--- config.mk ---
export PLATFORM = sky130hd
export DESIGN_NAME = conv_sched
export DESIGN_NICKNAME = d
export VERILOG_FILES = /design/src/rtl/conv_sched_pkg.sv /design/src/rtl/conv_rate_decode.sv /design/src/rtl/conv_interval_timer.sv /design/src/rtl/conv_sched_fsm.sv /design/src/rtl/conv_sched.sv
export SDC_FILE = /design/constraint.sdc
export NUM_CORES = 1
export LEC_CHECK = 0
export BUFFER_PORTS_ARGS = -buffer_cell sky130_fd_sc_hd__buf_2
export CAP_MARGIN = 10
export CORE_UTILIZATION = 45
export DETAILED_ROUTE_END_ITERATION = 12
export GPL_TIMING_DRIVEN = 0
export MAX_ROUTING_LAYER = met4
export PLACE_DENSITY = 0.69
export SYNTH_ARGS = -nofsm -noshare
export SYNTH_HDL_FRONTEND = slang
export SYNTH_SLANG_ARGS = --single-unit
--- constraint.sdc ---
create_clock -name clk -period 3.12 [get_ports clk]
set_clock_uncertainty 0.2 [all_clocks]
set_input_delay 0.468 -clock clk [delete_from_list [all_inputs] [get_ports clk]]
set_output_delay 0.468 -clock clk [all_outputs]
set_load 0.1 [all_outputs]
--- src/rtl/conv_sched_pkg.sv ---
package conv_sched_pkg;

    typedef enum logic [1:0] {
        S_STANDBY    = 2'd0,
        S_WAITING    = 2'd1,
        S_CONVERTING = 2'd2
    } sched_state_e;

endpackage

--- src/rtl/conv_rate_decode.sv ---
module conv_rate_decode #(
    parameter int RATE_W     = 8,
    parameter int BASE_TICKS = 128,
    parameter int MAX_CODE   = 7,
    parameter int CNT_W      = $clog2(BASE_TICKS + 1)
) (
    input  logic [RATE_W-1:0] rate_code,
    output logic [CNT_W-1:0]  limit
);
    localparam int CODE_W = $clog2(MAX_CODE + 1);

    logic [CODE_W-1:0] code_sat;
    logic [CNT_W-1:0]  limit_tab [MAX_CODE+1];

    // Interval for each legal code, computed from the base
    for (genvar g = 0; g <= MAX_CODE; g++) begin : g_tab
        assign limit_tab[g] = CNT_W'(BASE_TICKS >> g);
    end

    always_comb begin
        if (rate_code > RATE_W'(MAX_CODE)) begin
            code_sat = CODE_W'(MAX_CODE);
        end else begin
            code_sat = rate_code[CODE_W-1:0];
        end
        limit = limit_tab[code_sat];
    end

endmodule

--- src/rtl/conv_interval_timer.sv ---
module conv_interval_timer #(
    parameter int CNT_W = 8
) (
    input  logic             clk,
    input  logic             rst_n,
    input  logic             run,
    input  logic             tick,
    input  logic [CNT_W-1:0] limit,
    output logic             expire
);
    logic [CNT_W-1:0] cnt;

    // A shrinking limit during a wait still expires on the next tick
    assign expire = run && tick && (cnt >= limit - CNT_W'(1));

    always_ff @(posedge clk) begin
        if (!rst_n) begin
            cnt <= '0;
        end else if (!run || expire) begin
            cnt <= '0;
        end else if (tick) begin
            cnt <= cnt + CNT_W'(1);
        end
    end

    // the count restarts from zero whenever waiting is left
    a_r7_cnt_cleared: assert property (@(posedge clk) disable iff (!rst_n)
        !run |=> (cnt == '0));

    // a cycle without a tick leaves the count unchanged while waiting
    a_r9_no_tick_hold: assert property (@(posedge clk) disable iff (!rst_n)
        (run && !tick && $past(run) && $past(rst_n)) |=> (cnt == $past(cnt)));

endmodule

--- src/rtl/conv_sched_fsm.sv ---
module conv_sched_fsm
    import conv_sched_pkg::*;
(
    input  logic clk,
    input  logic rst_n,
    input  logic standby,
    input  logic oneshot_wr,
    input  logic conv_done,
    input  logic expire,
    output logic run,
    output logic conv_start,
    output logic busy
);
    sched_state_e state, state_nx;

    always_comb begin
        state_nx = state;
        unique case (state)
            S_STANDBY: begin
                if (oneshot_wr || !standby) state_nx = S_CONVERTING;
            end
            S_WAITING: begin
                if (oneshot_wr)   state_nx = S_CONVERTING;
                else if (standby) state_nx = S_STANDBY;
                else if (expire)  state_nx = S_CONVERTING;
            end
            S_CONVERTING: begin
                if (conv_done) state_nx = standby ? S_STANDBY : S_WAITING;
            end
            default: state_nx = S_STANDBY;
        endcase
    end

    // State register
    always_ff @(posedge clk) begin
        if (!rst_n) state <= S_STANDBY;
        else        state <= state_nx;
    end

    // Registered outputs, aligned with the state they describe
    always_ff @(posedge clk) begin
        if (!rst_n) begin
            conv_start <= 1'b0;
            busy       <= 1'b0;
        end else begin
            conv_start <= (state_nx == S_CONVERTING) && (state != S_CONVERTING);
            busy       <= (state_nx == S_CONVERTING);
        end
    end

    assign run = (state == S_WAITING);

    // the start pulse lasts one cycle
    a_r3_start_single: assert property (@(posedge clk) disable iff (!rst_n)
        conv_start |=> !conv_start);

    // the start pulse coincides with busy
    a_r3_start_with_busy: assert property (@(posedge clk) disable iff (!rst_n)
        conv_start |-> busy);

    // busy holds until done is seen
    a_r3_busy_hold: assert property (@(posedge clk) disable iff (!rst_n)
        (busy && !conv_done) |=> busy);

    // a one-shot during a conversion produces no start
    a_r5_oneshot_ignored: assert property (@(posedge clk) disable iff (!rst_n)
        (busy && oneshot_wr) |=> !conv_start);

    // in standby without a one-shot nothing starts
    a_r2_standby_quiet: assert property (@(posedge clk) disable iff (!rst_n)
        (state != S_CONVERTING && standby && !oneshot_wr) |=> !conv_start);

    // a one-shot outside a conversion starts one
    a_r4_oneshot_starts: assert property (@(posedge clk) disable iff (!rst_n)
        (!busy && oneshot_wr) |=> conv_start);

endmodule

--- src/rtl/conv_sched.sv ---
module conv_sched #(
    parameter int RATE_W     = 8,
    parameter int BASE_TICKS = 128,
    parameter int MAX_CODE   = 7
) (
    input  logic              clk,
    input  logic              rst_n,
    input  logic              tick,
    input  logic              standby,
    input  logic [RATE_W-1:0] rate_code,
    input  logic              oneshot_wr,
    input  logic              conv_done,
    output logic              conv_start,
    output logic              busy
);
    localparam int CNT_W = $clog2(BASE_TICKS + 1);

    logic [CNT_W-1:0] limit;
    logic             run;
    logic             expire;

    conv_rate_decode #(
        .RATE_W    (RATE_W),
        .BASE_TICKS(BASE_TICKS),
        .MAX_CODE  (MAX_CODE),
        .CNT_W     (CNT_W)
    ) u_decode (
        .rate_code(rate_code),
        .limit    (limit)
    );

    conv_interval_timer #(
        .CNT_W(CNT_W)
    ) u_timer (
        .clk   (clk),
        .rst_n (rst_n),
        .run   (run),
        .tick  (tick),
        .limit (limit),
        .expire(expire)
    );

    conv_sched_fsm u_fsm (
        .clk       (clk),
        .rst_n     (rst_n),
        .standby   (standby),
        .oneshot_wr(oneshot_wr),
        .conv_done (conv_done),
        .expire    (expire),
        .run       (run),
        .conv_start(conv_start),
        .busy      (busy)
    );

endmodule

==> metrics.cfg, run 1 <==
[critical_path]
regToRegStartpoint=u_timer.cnt[0]
r2r_setup_slack_ps=1070
worstPathArrival_ps=2970
start_kind=primary input
reg2regPathDepth=7
regToRegEndpoint=u_fsm.state[0]
worstPathMaxFanout=4
crit_path_end_kind=flop
crit_start=rate_code[4]
worstPathRequired_ps=3130
critPathKind=primary input to flop
endpoint=u_fsm.state[0]

[yosys]
synthesis.area_um2=851
synth-seq-cells=12
syn_avg_cell_area_um2=9.05
synth_fa_ha_area_share_pct=14.7
ys_seq_area_share_pct=28.2
synth_nets=118
synth-xor-area-share_pct=8.24
synth_edf_count=0
synth.area.mux_share_pct=2.35
ys_warn_count=0
yosys.area_share.simple_pct=26.6
synth_ff_type=dfxtp_1
synth_top_area_cell=dfxtp_1
synth_cells=94
synth.area.top_cells=dfxtp_1 28%, ha_1 15%, nor2_1 6.2%
synth_top_family_by_area=simple AND/OR/NAND/NOR gates
async_reset_ff_share_pct=0
synth_compound_area_share_pct=16.8
ys_types=34
synth_top_area_share_pct=28.2

[finish]
n_antenna_cell=0
instances_no_fill=141
nets=141
area.growth.synth_to_final_pct=27.6
post-route-util_pct=62.2
fillers=156
design_area_um2=1090
layout-drive-gt1-share_pct=33.6
multi_input_area_um2=649
mostFrequentLayoutCells=14 x nor2_1, 13 x buf_2, 12 x dfxtp_1
final_common_cell=nor2_1
regArea_um2=240

[routing]
postRouteAntennaNets=0
drt_iter0_drc=4
post_drt_wl_per_cell_um=12.8
via_count=735
routed_wirelength_mm=1.80
firstDrtPassIters=4
vias_per_cell=5.21
drc=0

[timing]
fin_setup_tns_ps=0
fmax_mhz=337
slew_viol_final=0
layout_min_cycle_time_ps=2970
setup_viol=0
finalCritPeriodShare_pct=95.1
timing_hold_violations_final=0

[floorplanning]
start_util_pct=48.7
die_h_um=45.5
die_w_um=45.5
core_um2=1750
io_pins=16
rows=15
fp.dieArea_um2=2070

[clock_network]
cts_buffers=3
clk_latency_ps=280
cts_tree=done
cts_sinks=12
htree_levels=1
clockBufferDepth=2
clockRootBuffer=clkbuf_4
clkTransAtPathRegs_ps=80

[global_route]
grt_max_degree=9
grt_overflow=0
grt_pass1_vias=601
antenna_found_initial=0
grt_util_all_layers_pct=17.5
grt_pass1_wl_mm=2.47

[power]
power_switching_mw=0.102
p_sw_share_pct=28.8
peakVddDrop_mv=0.269
power.share.clock_pct=36.8
seqPwrFrac_pct=45.2
powerDensity_nw_per_um2=326
combPwrFrac_pct=17.9
p_leak_nw=0.416
internal_power_mw=0.252

[status]
outcome=finished, final reports clean

[worst_hold_path]
holdPathStages=2
hp-class=primary input to flop
hp-start=standby

[placement]
finalWeightedCongestion=0.730
place_area_um2=955
port_buffers=14
dp.cells=133

[flow_run]
max-cap-violations=0

cell type report:
type,count,area share (%)
multi-input cells,78,59.8
flip-flops and latches,12,22.1
repair buffers,18,9.79
clock buffers,4,3.34
well taps,25,2.88
plain buffers,1,1.04
inverters,3,1.04
sequential cells by signal, summed over array words and instances (netlist names):
name              flops
u_fsm.conv_start      1
u_timer.cnt           8
u_fsm.state           2
u_fsm.busy            1
timing repair:
action	CTS	global route
setup buffers	2	2
pin swaps	2	11
setup endpoints to repair	1	12
resized for setup	0	10
hold buffers	0	0
per-stage QoR:
stage	setup slack (ps)	power, mW	hold slack [ps]
final	153	0.354	207
after global routing	-22.7	0.365	213
after CTS	10.4	0.348	200
after detailed placement	-364	0.220	312
after global placement	-258	0.219	308
after floorplan	36.5	0.203	285
power groups by stage:
stage	registers [mW]	logic [mW]	clock network (mW)
4_1_cts	0.160	0.0575	0.131
6_report	0.160	0.0636	0.130
2_1_floorplan	0.181	0.0221	0
5_1_grt	0.161	0.0684	0.136
3_5_place_dp	0.164	0.0561	0
3_3_place_gp	0.164	0.0550	0
metal layers:
metal / track usage (%) / share of wire [%] / up-vias
li1: - / - / 388
met1: 21.4 / 47 / 328
met2: 26.9 / 49 / 15
met3: 3.57 / 3.0 / 4
met4: 9.09 / 1.3 / 0
met5: - / 0 / -
worst min-delay path by stage:
stage | to | slack, ps
after floorplan | u_timer.cnt[7] | 290
after global placement | u_timer.cnt[7] | 310
after detailed placement | u_timer.cnt[7] | 310
after CTS | u_fsm.state[0] | 200
after global routing | u_fsm.state[0] | 210
final | u_fsm.state[0] | 210
worst max-delay path: stages:
cell	delay (ps)
buf_6	90
nor3_2	150
nand2_1	90
or3_1	320
ha_2	210
nor2_1	80
mux2i_1	70
o32a_1	370
ha_4	270
a21oi_4	130
a21oi_2	80
a311oi_2	290
a31oi_4	130
nor3b_2	200
kinds of logic after synthesis:
| group | after synthesis |
|---|---|
| AO/OA/AOI/OAI | 17 |
| multiplexers | 2 |
| flip-flops | 12 |
| XOR/XNOR | 8 |
| AND/OR/NAND/NOR | 40 |
| other | 1 |
| adder cells (fa/ha/maj) | 10 |
| buffers and inverters | 4 |
synthesized netlist by cell type, types with 2 or more instances:
cell / number
xor2_1: 5
o21a_1: 2
or3_1: 2
nand4_1: 2
nor3_1: 2
a21oi_1: 4
nor2_1: 14
inv_1: 3
a31oi_1: 4
dfxtp_1: 12
ha_1: 10
nand2_1: 8
xnor2_1: 3
nand3_1: 2
mux2i_1: 2
Note: power is estimated with default switching activity, not from simulation.
==> run 2, diff against run 1 <==
CORE_MARGIN = 2   (was default)
PLACE_DENSITY = 0.68   (was 0.69)
SYNTH_HIERARCHICAL = 1   (was default)
==> run 2 against run 1 <==
The run now ends with negative setup slack left. Flip-flop and latch count unchanged. Via count is 29% higher. Sequential power hardly changed. Critical path depth fell by 2.
==> metrics.cfg, run 2 <==
[status]
outcome=complete, but fails checks
violations=negative setup slack

[clock_network]
cts_tree=done
clkTransAtPathRegs_ps=70
clockBufferDepth=2
cts_sinks=12
cts_buffers=3
clockRootBuffer=clkbuf_4
htree_levels=1
clk_latency_ps=270
cts_hold_buf=0

[yosys]
synth_ff_type=dfxtp_1
synth_top_area_cell=dfxtp_1
synth_top_area_share_pct=24.0
ys_warn_count=6
synth_common_cells=12 x dfxtp_1, 10 x ha_1, 8 x nand2_1, 8 x xnor2_1
synth.area.top_cells=dfxtp_1 24%, ha_1 13%, xnor2_1 7.0%
yosysMostFrequentCell=dfxtp_1
synth_nets=134
ys_types=38
synth_edf_count=0
async_reset_ff_share_pct=0
synth_cells=110
syn_avg_cell_area_um2=9.09
synthesis.area_um2=1000
synth-seq-cells=12
ys_seq_area_share_pct=24.0

[power]
peakVddDrop_mv=0.314
p_leak_nw=0.517
powerDensity_nw_per_um2=255
finalPower_mw=0.364

[critical_path]
worstPathMaxFanout=7
regToRegEndpoint=u_fsm/state[0]
crit_family=compound AO/OA/AOI/OAI gates
crit_start=rate_code[7]
worstPathRequired_ps=3140
cp_slowest_cell=or4_4
reg2regPathDepth=9
worstPathArrival_ps=3410
regToRegStartpoint=u_timer/cnt[0]
r2r_setup_slack_ps=790
worstPathCellList=buf_6, or4_4, a311o_1, inv_2, ha_4, ha_1, a2111oi_4, o21ai_4, a21o_1, nand2b_4, o32ai_2, and3_1
worst-path-buf-inv=2
cp.depth=12
critPathKind=primary input to flop
crit_path_end_kind=flop
cpPeakStageDelay_ps=600
endpoint=u_fsm/state[0]
start_kind=primary input

[global_route]
grt_util_all_layers_pct=20.4
grt_pass1_vias=901
grt_overflow=0
antenna_found_initial=0
grt_pass1_wl_mm=3.87
grt_max_degree=10

[finish]
n_antenna_cell=0
nets=160
top_register=u_timer/cnt
post-route-util_pct=66.4
fillers=168
mostFrequentLayoutCells=12 x buf_2, 12 x dfxtp_1, 9 x ha_1
layout-drive-gt1-share_pct=45.9
top_regs=u_timer/cnt x8, u_fsm/state x2
area.growth.synth_to_final_pct=42.7
largest_reg_flops=8
instances_no_fill=163

[timing]
timing_hold_violations_final=0
tightestPinTransition_ps=484
setup_viol=11
fin_hold_ws_ps=204
fin_setup_tns_ps=-1550
setup_slack_ps=-265
layout_min_cycle_time_ps=3380
max_slew_margin_pct=68.0
finalCritPeriodShare_pct=108
slew_viol_final=0
rsz0062_at_grt=true
fmax_mhz=295

[floorplanning]
start_util_pct=46.5
die_w_um=51.1
io_pins=16
rows=17
core_um2=2150
fp.dieArea_um2=2610
die_h_um=51.1

[placement]
port_buffers=13
place_hpwl_mm=1.57
dp.cells=151
finalWeightedCongestion=0.815

[worst_hold_path]
hp-class=primary input to flop

[routing]
post_drt_wl_per_cell_um=15.0
vias_per_cell=5.80
postRouteAntennaNets=0
routed_wirelength_mm=2.44
via_count=946
drc=0
firstDrtPassIters=4
drt_iter0_drc=15

[flow_run]
max-cap-violations=0

run 2: cell types whose count changed after synthesis, moves of 3 or more:
cell | previous run | this run
xnor2_1 | 3 | 8
nor2_1 | 14 | 7
nor4_1 | 0 | 4
a2111oi_2 | 0 | 3
a21oi_1 | 4 | 7
nand2b_1 | 0 | 3
a31oi_1 | 4 | 0
run 2: what timing repair did:
item	in CTS	in global routing
cloned	0	0
resized for setup	11	20
pin swaps	16	21
setup endpoints to repair	12	12
setup buffers	5	5
run 2: report_power, final:
group / switching, mW / leakage, nW / internal, mW / total, mW
clock network: 0.0535 / 0.0210 / 0.0710 / 0.125
registers: 0.00341 / 0.0976 / 0.157 / 0.160
logic: 0.0497 / 0.398 / 0.0292 / 0.0789
total: 0.107 / 0.517 / 0.257 / 0.364
run 2: worst min path at each step:
stage / slack (ps) / cells past startpoint / from / to
after global routing: 210 / 2 / standby / u_fsm/busy
after global placement: 310 / 1 / u_fsm/state[1] / u_fsm/conv_start
after floorplan: 280 / 1 / u_fsm/state[1] / u_fsm/conv_start
after CTS: 200 / 2 / standby / u_fsm/busy
after detailed placement: 310 / 1 / u_fsm/state[1] / u_fsm/conv_start
final: 200 / 2 / standby / u_fsm/busy
run 2: layout make-up:
type	instances	area [um^2]	area share, %
multi-input combinational	90	930	65.2
sequential	12	240	16.8
timing repair buffer	23	160	11.2
clock buffer	4	36.3	2.54
tap	28	35.0	2.46
inverter	4	15.0	1.05
buffer	2	10.0	0.702
run 2: cells by family after synthesis:
family	share of synthesized area, %
xor gates and xnor gates	11.4
AOI/OAI and AO/OA	19.0
buffers and inverters	3.88
and+or+nand+nor	28.2
DFF	24.0
adders and majority gates	12.5
muxes	1.00
run 2: metrics by stage:
step                setup slack, ps  instance area [um^2]
detailed placement             -686                  1150
global route                   -359                  1430
CTS                            -238                  1300
global placement               -638                  1150
floorplan                      -371                  1050
finish                         -265                  1430
run 2: layer usage:
| metal | wire (um) | GRT usage, % |
|---|---|---|
| met1 | 1050 | 25.0 |
| met2 | 1300 | 34.4 |
| met3 | 67 | 1.75 |
| met4 | 25 | 8.56 |
| met5 | 0 | - |
==> run 3, diff against run 2 <==
==> constraint.sdc (replaced) <==
create_clock -name clk -period 3.12 [get_ports clk]
set_clock_uncertainty 0.2 [all_clocks]
set_input_delay 0.156 -clock clk [delete_from_list [all_inputs] [get_ports clk]]
set_output_delay 0.156 -clock clk [all_outputs]
set_load 0.1 [all_outputs]
==> run 3 against run 2 <==
The run now ends clean. Largest cell class unchanged. Design area down 2.3%. Global-route usage up 0.35 points. Flip-flop and latch count unchanged. Non-clock buffer count up 2. Total power up 0.15%. Cell count up 1.2%.
==> metrics.cfg, run 3 (synthesis results as in run 2) <==
[timing]
rsz0062_at_grt=true
layout_min_cycle_time_ps=3120
tightestPinTransition_ps=649
fmax_mhz=321
finalCritPeriodShare_pct=99.9
timing_hold_violations_final=0
setup_viol=0
slew_viol_final=0
max_slew_margin_pct=56.7
setup_slack_ps=2.93

[clock_network]
cts_sinks=12
clockRootBuffer=clkbuf_4
clkTransAtPathRegs_ps=80
cts_tree=done
cts_buffers=3
htree_levels=1
clk_latency_ps=270
clockBufferDepth=2

[placement]
port_buffers=13
dp.cells=151
finalWeightedCongestion=0.804
place_area_um2=1140
post-place-ws_ps=-525
place_hpwl_mm=1.62

[power]
combPwrFrac_pct=22.0
seqPwrFrac_pct=44.0
power_switching_mw=0.106
p_sw_share_pct=29.1
internal_power_mw=0.258
peakVddDrop_mv=0.224
powerDensity_nw_per_um2=261
power.share.clock_pct=34.1
p_leak_nw=0.513

[worst_hold_path]
hp-class=primary input to flop

[finish]
largest_reg_flops=8
top_regs=u_timer/cnt x8, u_fsm/state x2
final_common_cell=buf_2
fillers=188
layout-drive-gt1-share_pct=40.1
mostFrequentLayoutCells=13 x buf_2, 12 x dfxtp_1, 9 x ha_1
post-route-util_pct=64.9
instances_no_fill=165
top_register=u_timer/cnt
n_antenna_cell=0
design_area_um2=1390
area.growth.synth_to_final_pct=39.4
nets=162

[floorplanning]
fp.dieArea_um2=2610
rows=17
start_util_pct=46.5
die_h_um=51.1
io_pins=16
die_w_um=51.1
core_um2=2150

[critical_path]
crit_path_end_kind=flop
worstPathRequired_ps=3140
r2r_setup_slack_ps=790
critPathKind=primary input to flop
start_kind=primary input
worstPathMaxFanout=5
worstPathArrival_ps=3130

[global_route]
grt_util_all_layers_pct=20.8
grt_max_degree=10
grt_pass1_wl_mm=4.00
grt_overflow=0
grt_pass1_vias=984
antenna_found_initial=0

[routing]
drc=0
vias_per_cell=5.81
post_drt_wl_per_cell_um=15.0
via_count=959
drt_iter0_drc=19
postRouteAntennaNets=0
firstDrtPassIters=4
routed_wirelength_mm=2.48

[flow_run]
max-cap-violations=0

[status]
outcome=finished, final reports clean

## run 3: routing by layer
layer  GRT usage (%)  share of wire (%)
met4            8.11               0.36
met5               -                  0
met1            23.6                 43
met3            3.80                3.0
met2            35.9                 54
## run 3: timing repair
action	in CTS	in global routing
resized for setup	14	8
setup endpoints to repair	4	4
endpoints found under the hold margin	4	0
setup buffers	8	1
hold buffers	2	0
pin swaps	18	13
## run 3: worst paths after layout
| check | end | from | depth (start not counted) |
|---|---|---|---|
| worst max-delay path | u_fsm/state[0] | rate_code[7] | 15 |
| worst min-delay path | u_fsm/state[1] | conv_done | 4 |
| worst max register to register | u_fsm/state[0] | u_timer/cnt[0] | 9 |
| worst min register to register | u_fsm/conv_start | u_fsm/state[1] | 1 |
## run 3: layout make-up
class	count	area [um^2]	area share (%)
Clock buffer	4	36.3	2.60
Multi-Input combinational cell	90	882	63.3
Inverter	4	15.0	1.08
Buffer	3	22.5	1.62
Timing Repair Buffer	24	163	11.7
Tap cell	28	35.0	2.51
Sequential cell	12	240	17.2
## run 3: critical path, stage by stage
cell	delay, ps
buf_6	90
or4_4	580
buf_6	150
nor4b_4	290
buf_4	190
nor3_4	40
xnor2_1	220
ha_1	270
o21a_1	110
o211ai_1	250
o21ai_4	100
a21o_1	180
nand2b_4	140
o32ai_2	190
and3_1	180
## run 3: per-stage QoR
stage	hold WS [ps]	power [mW]	TNS, ps
after CTS	20.4	0.359	0
after global placement	179	0.223	-2410
after floorplan	60.7	0.207	-69.6
after global routing	45.3	0.378	-301
final	40.4	0.364	0
after detailed placement	195	0.225	-3600
## run 3: power groups by stage
stage | combinational, mW | clock, mW | sequential [mW]
3_5_place_dp | 0.0618 | 0 | 0.163
4_1_cts | 0.0730 | 0.126 | 0.160
3_3_place_gp | 0.0600 | 0 | 0.163
6_report | 0.0800 | 0.124 | 0.160
5_1_grt | 0.0851 | 0.133 | 0.161
2_1_floorplan | 0.0284 | 0 | 0.179
